**config.mk**
```make
export PLATFORM = sky130hd
export DESIGN_NAME = bl_prot_check
export DESIGN_NICKNAME = d
export VERILOG_FILES = /design/src/rtl/bl_prot_pkg.sv /design/src/rtl/bl_region_file.sv /design/src/rtl/bl_region_match.sv /design/src/rtl/bl_perm_decode.sv /design/src/rtl/bl_prot_check.sv
export SDC_FILE = /design/constraint.sdc
export NUM_CORES = 1
export LEC_CHECK = 0
export BUFFER_PORTS_ARGS = -buffer_cell sky130_fd_sc_hd__buf_2
export CAP_MARGIN = 10
export CORE_UTILIZATION = 60
export CTS_CLUSTER_DIAMETER = 120
export DETAILED_ROUTE_END_ITERATION = 8
export GPL_TIMING_DRIVEN = 1
export PLACE_DENSITY = 0.77
export SLEW_MARGIN = 20
export SYNTH_ARGS = -nofsm -noshare
export SYNTH_HDL_FRONTEND = slang
export SYNTH_SLANG_ARGS = --single-unit
export TNS_END_PERCENT = 100
```
**constraint.sdc**
```tcl
create_clock -name clk -period 4.5 [get_ports clk]
set_input_delay 0.45 -clock clk [delete_from_list [all_inputs] [get_ports clk]]
set_output_delay 0.45 -clock clk [all_outputs]
set_load 0.01 [all_outputs]
```
**src/rtl/bl_prot_pkg.sv**
```systemverilog
package bl_prot_pkg;

  typedef enum logic [1:0] {
    ACC_RD  = 2'b00,
    ACC_WR  = 2'b01,
    ACC_FX  = 2'b10,
    ACC_RSV = 2'b11
  } acc_kind_e;

  localparam int FST_W = 8;
  localparam logic [FST_W-1:0] FST_OK   = 8'h00;
  localparam logic [FST_W-1:0] FST_BG   = 8'h00;
  localparam logic [FST_W-1:0] FST_PERM = 8'h0D;

  typedef struct packed {
    logic r;
    logic w;
    logic x;
  } perm_t;

endpackage

```
**src/rtl/bl_region_file.sv**
```systemverilog
module bl_region_file #(
  parameter int NREG   = 8,
  parameter int AW     = 32,
  parameter int GB     = 5,
  parameter int ATTR_W = 3,
  parameter int IDX_W  = 3
) (
  input  logic                clk,
  input  logic                rst_n,
  input  logic                cfg_we,
  input  logic [IDX_W-1:0]    cfg_idx,
  input  logic                cfg_sel,
  input  logic [AW-1:0]       cfg_wdata,
  output logic [AW-GB-1:0]    base_hi [NREG],
  output logic [ATTR_W-1:0]   attr    [NREG],
  output logic [AW-GB-1:0]    lim_hi  [NREG],
  output logic [NREG-1:0]     en
);

  localparam int HI_W = AW - GB;

  logic unused_wdata_mid;
  assign unused_wdata_mid = ^cfg_wdata[GB-1:ATTR_W];

  for (genvar i = 0; i < NREG; i++) begin : g_reg
    logic              ld_lo, ld_hi;
    logic [HI_W-1:0]   base_d, lim_d;
    logic [ATTR_W-1:0] attr_d;
    logic              en_d;

    always_comb begin
      ld_lo  = cfg_we && !cfg_sel && (cfg_idx == IDX_W'(i));
      ld_hi  = cfg_we &&  cfg_sel && (cfg_idx == IDX_W'(i));
      base_d = cfg_wdata[AW-1:GB];
      attr_d = cfg_wdata[ATTR_W-1:0];
      lim_d  = cfg_wdata[AW-1:GB];
      en_d   = cfg_wdata[0];
    end

    always_ff @(posedge clk or negedge rst_n) begin
      if (!rst_n) begin
        base_hi[i] <= '0;
        attr[i]    <= '0;
      end else if (ld_lo) begin
        base_hi[i] <= base_d;
        attr[i]    <= attr_d;
      end
    end

    always_ff @(posedge clk or negedge rst_n) begin
      if (!rst_n) begin
        lim_hi[i] <= '0;
        en[i]     <= 1'b0;
      end else if (ld_hi) begin
        lim_hi[i] <= lim_d;
        en[i]     <= en_d;
      end
    end

    a_r11_reset_disables: assert property (@(posedge clk) disable iff (!rst_n)
      $rose(rst_n) |-> !en[i]);
  end

endmodule

```
**src/rtl/bl_region_match.sv**
```systemverilog
module bl_region_match #(
  parameter int NREG  = 8,
  parameter int AW    = 32,
  parameter int GB    = 5,
  parameter int IDX_W = 3
) (
  input  logic                clk,
  input  logic                rst_n,
  input  logic [AW-1:0]       addr,
  input  logic [AW-GB-1:0]    base_hi [NREG],
  input  logic [AW-GB-1:0]    lim_hi  [NREG],
  input  logic [NREG-1:0]     en,
  output logic [NREG-1:0]     match,
  output logic                any_hit,
  output logic                multi_hit,
  output logic [IDX_W-1:0]    hit_idx
);

  for (genvar i = 0; i < NREG; i++) begin : g_cmp
    logic [AW-1:0] lo_addr, hi_addr;
    assign lo_addr  = {base_hi[i], {GB{1'b0}}};
    assign hi_addr  = {lim_hi[i], {GB{1'b1}}};
    assign match[i] = en[i] && (addr >= lo_addr) && (addr <= hi_addr);

    a_r2_off_region_silent: assert property (@(posedge clk) disable iff (!rst_n)
      !en[i] |-> !match[i]);
  end

  always_comb begin
    any_hit   = 1'b0;
    multi_hit = 1'b0;
    hit_idx   = '0;
    for (int i = 0; i < NREG; i++) begin
      if (match[i]) begin
        multi_hit = multi_hit | any_hit;
        any_hit   = 1'b1;
        hit_idx   = hit_idx | IDX_W'(i);
      end
    end
  end

  a_r4_multi_counts_two: assert property (@(posedge clk) disable iff (!rst_n)
    multi_hit |-> ($countones(match) >= 2));
  a_r5_none_means_empty: assert property (@(posedge clk) disable iff (!rst_n)
    !any_hit |-> (match == '0));

endmodule

```
**src/rtl/bl_perm_decode.sv**
```systemverilog
module bl_perm_decode
  import bl_prot_pkg::*;
(
  input  logic       use_default,
  input  logic       priv,
  input  logic       in_sys,
  input  logic [1:0] ap,
  input  logic       xn,
  output perm_t      perm
);

  logic rd_ok, wr_ok;

  always_comb begin
    if (use_default) begin
      rd_ok = 1'b1;
      wr_ok = 1'b1;
    end else begin
      rd_ok = priv | ap[0];
      wr_ok = (priv | ap[0]) & ~ap[1];
    end
    perm.r = rd_ok;
    perm.w = wr_ok;
    perm.x = (rd_ok | wr_ok) & ~in_sys & (use_default | ~xn);
  end

  always_comb begin
    if (in_sys) a_r7_sys_no_exec: assert (!perm.x);
  end

endmodule

```
**src/rtl/bl_prot_check.sv**
```systemverilog
module bl_prot_check
  import bl_prot_pkg::*;
#(
  parameter int              NREG      = 8,
  parameter int              AW        = 32,
  parameter int              GRAN_BITS = 5,
  parameter logic [AW-1:0]   SYS_BASE  = 32'hE000_0000,
  parameter logic [AW-1:0]   PPB_BASE  = 32'hE000_0000,
  parameter logic [AW-1:0]   PPB_LAST  = 32'hE00F_FFFF,
  localparam int             IDX_W     = $clog2(NREG)
) (
  input  logic             clk,
  input  logic             rst_n,
  input  logic             cfg_we,
  input  logic [IDX_W-1:0] cfg_idx,
  input  logic             cfg_sel,
  input  logic [AW-1:0]    cfg_wdata,
  input  logic             mpu_on,
  input  logic             bg_map_on,
  input  logic             req_valid,
  input  logic [AW-1:0]    req_addr,
  input  logic [1:0]       req_kind,
  input  logic             req_priv,
  output logic             rsp_valid,
  output logic             rsp_allow,
  output logic             rsp_fault,
  output logic [FST_W-1:0] rsp_status,
  output logic             rsp_perm_r,
  output logic             rsp_perm_w,
  output logic             rsp_perm_x
);

  localparam int HI_W   = AW - GRAN_BITS;
  localparam int ATTR_W = 3;

  logic [HI_W-1:0]   base_hi [NREG];
  logic [ATTR_W-1:0] attr    [NREG];
  logic [HI_W-1:0]   lim_hi  [NREG];
  logic [NREG-1:0]   en;

  bl_region_file #(
    .NREG(NREG), .AW(AW), .GB(GRAN_BITS), .ATTR_W(ATTR_W), .IDX_W(IDX_W)
  ) u_rf (
    .clk(clk), .rst_n(rst_n),
    .cfg_we(cfg_we), .cfg_idx(cfg_idx), .cfg_sel(cfg_sel), .cfg_wdata(cfg_wdata),
    .base_hi(base_hi), .attr(attr), .lim_hi(lim_hi), .en(en)
  );

  logic [NREG-1:0]  match;
  logic             any_hit, multi_hit;
  logic [IDX_W-1:0] hit_idx;

  bl_region_match #(
    .NREG(NREG), .AW(AW), .GB(GRAN_BITS), .IDX_W(IDX_W)
  ) u_match (
    .clk(clk), .rst_n(rst_n), .addr(req_addr),
    .base_hi(base_hi), .lim_hi(lim_hi), .en(en),
    .match(match), .any_hit(any_hit), .multi_hit(multi_hit), .hit_idx(hit_idx)
  );

  // Default-map conditions and address windows
  logic in_sys, in_ppb, use_default;
  logic [ATTR_W-1:0] sel_attr;

  always_comb begin
    in_sys      = req_addr >= SYS_BASE;
    in_ppb      = (req_addr >= PPB_BASE) && (req_addr <= PPB_LAST);
    use_default = !mpu_on || in_ppb || (bg_map_on && req_priv);
    sel_attr    = attr[hit_idx];
  end

  perm_t granted;

  bl_perm_decode u_dec (
    .use_default(use_default), .priv(req_priv), .in_sys(in_sys),
    .ap(sel_attr[2:1]), .xn(sel_attr[0]), .perm(granted)
  );

  // Verdict, next-state
  logic             kind_ok;
  logic             allow_d;
  logic [FST_W-1:0] status_d;
  perm_t            perm_d;

  always_comb begin
    unique case (acc_kind_e'(req_kind))
      ACC_RD:  kind_ok = granted.r;
      ACC_WR:  kind_ok = granted.w;
      ACC_FX:  kind_ok = granted.x;
      default: kind_ok = 1'b0;
    endcase

    if (!use_default && multi_hit) begin
      allow_d  = 1'b0;
      status_d = FST_PERM;
      perm_d   = '0;
    end else if (!use_default && !any_hit) begin
      allow_d  = 1'b0;
      status_d = FST_BG;
      perm_d   = '0;
    end else if (!kind_ok) begin
      allow_d  = 1'b0;
      status_d = FST_PERM;
      perm_d   = granted;
    end else begin
      allow_d  = 1'b1;
      status_d = FST_OK;
      perm_d   = granted;
    end
  end

  // Response registers
  logic             allow_q, fault_q;
  logic [FST_W-1:0] status_q;
  perm_t            perm_q;

  always_ff @(posedge clk or negedge rst_n) begin
    if (!rst_n) rsp_valid <= 1'b0;
    else        rsp_valid <= req_valid;
  end

  always_ff @(posedge clk or negedge rst_n) begin
    if (!rst_n) begin
      allow_q  <= 1'b0;
      fault_q  <= 1'b0;
      status_q <= '0;
      perm_q   <= '0;
    end else if (req_valid) begin
      allow_q  <= allow_d;
      fault_q  <= !allow_d;
      status_q <= status_d;
      perm_q   <= perm_d;
    end
  end

  assign rsp_allow  = allow_q;
  assign rsp_fault  = fault_q;
  assign rsp_status = status_q;
  assign rsp_perm_r = perm_q.r;
  assign rsp_perm_w = perm_q.w;
  assign rsp_perm_x = perm_q.x;

  a_r10_rsp_follows_req: assert property (@(posedge clk) disable iff (!rst_n)
    req_valid |=> rsp_valid);
  a_r10_no_req_no_rsp: assert property (@(posedge clk) disable iff (!rst_n)
    !req_valid |=> !rsp_valid);
  a_r10_hold_when_idle: assert property (@(posedge clk) disable iff (!rst_n)
    !req_valid |=> ($stable(rsp_allow) && $stable(rsp_status)));
  a_r11_allow_fault_exclusive: assert property (@(posedge clk) disable iff (!rst_n)
    rsp_valid |-> (rsp_allow != rsp_fault));
  a_r8_exec_needs_read: assert property (@(posedge clk) disable iff (!rst_n)
    rsp_perm_x |-> rsp_perm_r);
  a_r7_sys_response_no_exec: assert property (@(posedge clk) disable iff (!rst_n)
    (rsp_valid && ($past(req_addr) >= SYS_BASE)) |-> !rsp_perm_x);
  a_r5_bg_fault_no_perm: assert property (@(posedge clk) disable iff (!rst_n)
    (rsp_fault && rsp_status == FST_BG) |-> !(rsp_perm_r || rsp_perm_w || rsp_perm_x));
  a_r9_allow_has_perm: assert property (@(posedge clk) disable iff (!rst_n)
    rsp_allow |-> (rsp_perm_r || rsp_perm_w || rsp_perm_x));

endmodule

```
==> results by group <==
Route
  • WL/cell: 20.9 um
  • DRC violations left: 12
  • Initial DRC count: 1571
  • DRT Wirelength: 77.9 mm
  • DR pass1 iterations: 7
  • Vias: 22500
  • Avg Vias per Cell: 6.04
  • Post-DRT Antenna Nets: 0

Logic synthesis
  • Syn Inst Count: 2946
  • Post-synth ARST share: 100%
  • Synthesized area per cell: 9.64 um2
  • Synth Flop Type: dfrtp_1
  • Synth unique cells: 75
  • YS warnings: 0
  • Post-synth EDFFs: 0
  • Seq cells post-synth: 471
  • Sequential share of the synthesized area: 41.5%
  • Synth Cell Area: 28400 um2

Setup path
  • Crit. End Element: flop
  • Startpoint types: flop
  • Critical path's slowest cell: or4_1
  • Critical path's top delay family: simple AND/OR/NAND/NOR gates
  • Reg-to-reg slack, setup: 0.36 ns
  • Bufs and invs on worst path: 4
  • CP max stage delay: 0.70 ns
  • Most used cell along the critical path: buf_4
  • CP required: 5.03 ns
  • Crit path cell chain: inv_1 > ha_1 > nand4_1 > or4_1 > a41o_1 > a31oi_1 > buf_4 > a211o_1 > or2_1 > nand4_2 > buf_4 > or3_2 > a41oi_4 > buf_4 > o32ai_1 > o21ai_1
  • Arrival time worst endpoint: 4.67 ns
  • Kind of critical path: flop to flop
  • Crit-path max FO: 8

Floorplanning
  • Die Span Y: 220 um
  • Initial core utilization: 60.8%
  • Num rows: 79
  • Die W: 220 um
  • Die area: 48200 um2
  • CORE AREA: 46700 um2
  • IO Count: 91

Timing
  • Final hold violation count: 0
  • Measured slew at the worst slew-check pin: 1.06 ns
  • Endpoints failing setup: 0
  • Fin crit period: 4.14 ns
  • RSZ-0062 raised after global routing: false
  • Final Cycle Share: 92.1%
  • Max_slew headroom: 29.3%
  • Slew Limit Fails: 0
  • Fmax: 241 MHz
  • Setup TNS: 0 ns
  • Layout Skew: 0.0270 ns

Power
  • Static Leak: 15.8 nW
  • Pwr/cell area: 454 nW/um2
  • Power, Total: 14.5 mW
  • Worst VDD drop: 0.000388 V

Run
  • Max-cap violations: 0

Cells and area
  • Core Util, Final: 68.6%
  • Design Area, Final: 32000 um2
  • Commonest non-fill, non-tap cells in the layout: 471 x dfrtp_1, 443 x inv_1, 432 x ha_1
  • Final net count: 3584
  • Area grow syn2layout: 12.8%
  • Share of post-route cells with drive strength above 1: 15.8%
  • Most common cell after layout, fill and taps aside: dfrtp_1

Global routing
  • GRT overflow: 0
  • Routing usage on met1: 42.0%
  • Met2 Usage GRT: 54.1%
  • Gr usage total: 33.3%
  • Largest net degree at the start of global routing: 105
  • GR peak layer: met2
  • Vias in the first global route: 23400
  • First-pass GRT wire length: 123 mm
  • Global-route met3 utilization: 5.23%
  • Initial antenna violation count: 3

Place
  • Port Buf Inserts: 83
  • Post-DP Area: 30100 um2
  • DP Wirelength: 54.2 mm
  • Routability Congestion: 0.911

Clock tree
  • TritonCTS Buffers: 50
  • Post-CTS Hold Buffers: 1
  • Reg clk slew, reported paths: 0.06 ns
  • CTS resizes: 0
  • Clk_lat worst skew: 0.62 ns
  • CTS tree: done
  • Clock sink count: 471
  • Setup bufs post-CTS: 0
  • Htree depth: 2
  • Root Driver: clkbuf_16
  • Max Buffers Root-to-Sink: 3

Status
  • Failing checks: DRC
  • Outcome: complete, but fails checks

Hold path
  • Hold Path Class: primary input to flop
-- cell type report --
type                    instances  area [um2]
clock inverters                16         280
inverters                     443        1660
fillers                      3443       14600
repair buffers                184        1400
well taps                     607         759
diodes                          2        5.00
flip-flops and latches        471       11800
multi-input cells            1925       14600
clock buffers                  76        1550
-- layer usage --
metal / vias to the layer above / share of wire, %
met5: - / 0.036
met2: 740 / 47
li1: 10400 / -
met3: 257 / 6.6
met1: 11100 / 41
met4: 4 / 6.0
-- state kept, by name (all words and copies together), names as in the netlist --
register	count
u_rf.base_hi	216
u_rf.lim_hi	216
u_rf.attr	24
u_rf.en	8
rsp_allow	1
rsp_fault	1
rsp_perm_r	1
rsp_perm_w	1
rsp_perm_x	1
rsp_status	1
rsp_valid	1
-- metrics by stage --
step	hold slack (ns)	std cells	setup WS, ns
floorplan	0.154	2950	0.742
global placement	0.486	3626	0.159
detailed placement	0.493	3626	0.0589
CTS	0.0536	3719	0.410
global route	0.0677	3723	0.196
finish	0.0748	3724	0.355
-- where the power goes --
| part | total, mW | leakage (nW) | internal, mW | switching (mW) |
|---|---|---|---|---|
| Sequential | 5.64 | 5.68 | 5.24 | 0.401 |
| Clock | 4.56 | 0.903 | 2.77 | 1.79 |
| Combinational | 4.33 | 9.19 | 1.87 | 2.46 |
| Total | 14.5 | 15.8 | 9.88 | 4.65 |
-- logic make-up after synthesis --
family	after synthesis	synth area share [%]
AOI/OAI and AO/OA	649	13.4
adders and majority gates	432	19.0
buffers and inverters	554	7.45
DFF	471	41.5
muxes	213	8.38
other	1	0.0132
and+or+nand+nor	626	10.2
-- Yosys cell counts, types with 45 or more instances --
cell | count | area share [%]
inv_1 | 443 | 5.9
mux2_2 | 197 | 7.8
nand2_1 | 353 | 4.7
a21o_1 | 55 | 1.5
clkbuf_1 | 95 | 1.3
a21oi_1 | 155 | 2.7
o21ai_0 | 326 | 5.7
nand4_1 | 76 | 1.7
nor2_1 | 49 | 0.65
dfrtp_1 | 471 | 42
ha_1 | 432 | 19
nand3_1 | 45 | 0.79
-- worst paths after layout --
path                                         from                 to  cells past startpoint
worst max-delay path              u_rf.lim_hi[76]          rsp_fault                     16
worst min register to register  u_rf.base_hi[208]  u_rf.base_hi[208]                      1
worst min-delay path                    req_valid          rsp_valid                      1
max in group asynchronous                   rst_n      rsp_status[2]                      3
min in group asynchronous                   rst_n    u_rf.lim_hi[63]                      2
worst max register to register    u_rf.lim_hi[76]          rsp_fault                     16
-- worst reg2reg max path: stages, from the launching register on --
cell and delay [ns]:
dfrtp_1 0.32, inv_1 0.05, ha_1 0.31, nand4_1 0.19, or4_1 0.70, a41o_1 0.26, a31oi_1 0.15, buf_4 0.16
a211o_1 0.16, or2_1 0.24, nand4_2 0.33, buf_4 0.28, or3_2 0.45, a41oi_4 0.16, buf_4 0.15, o32ai_1 0.08
o21ai_1 0.09
Note: power is estimated with default switching activity, not from simulation.
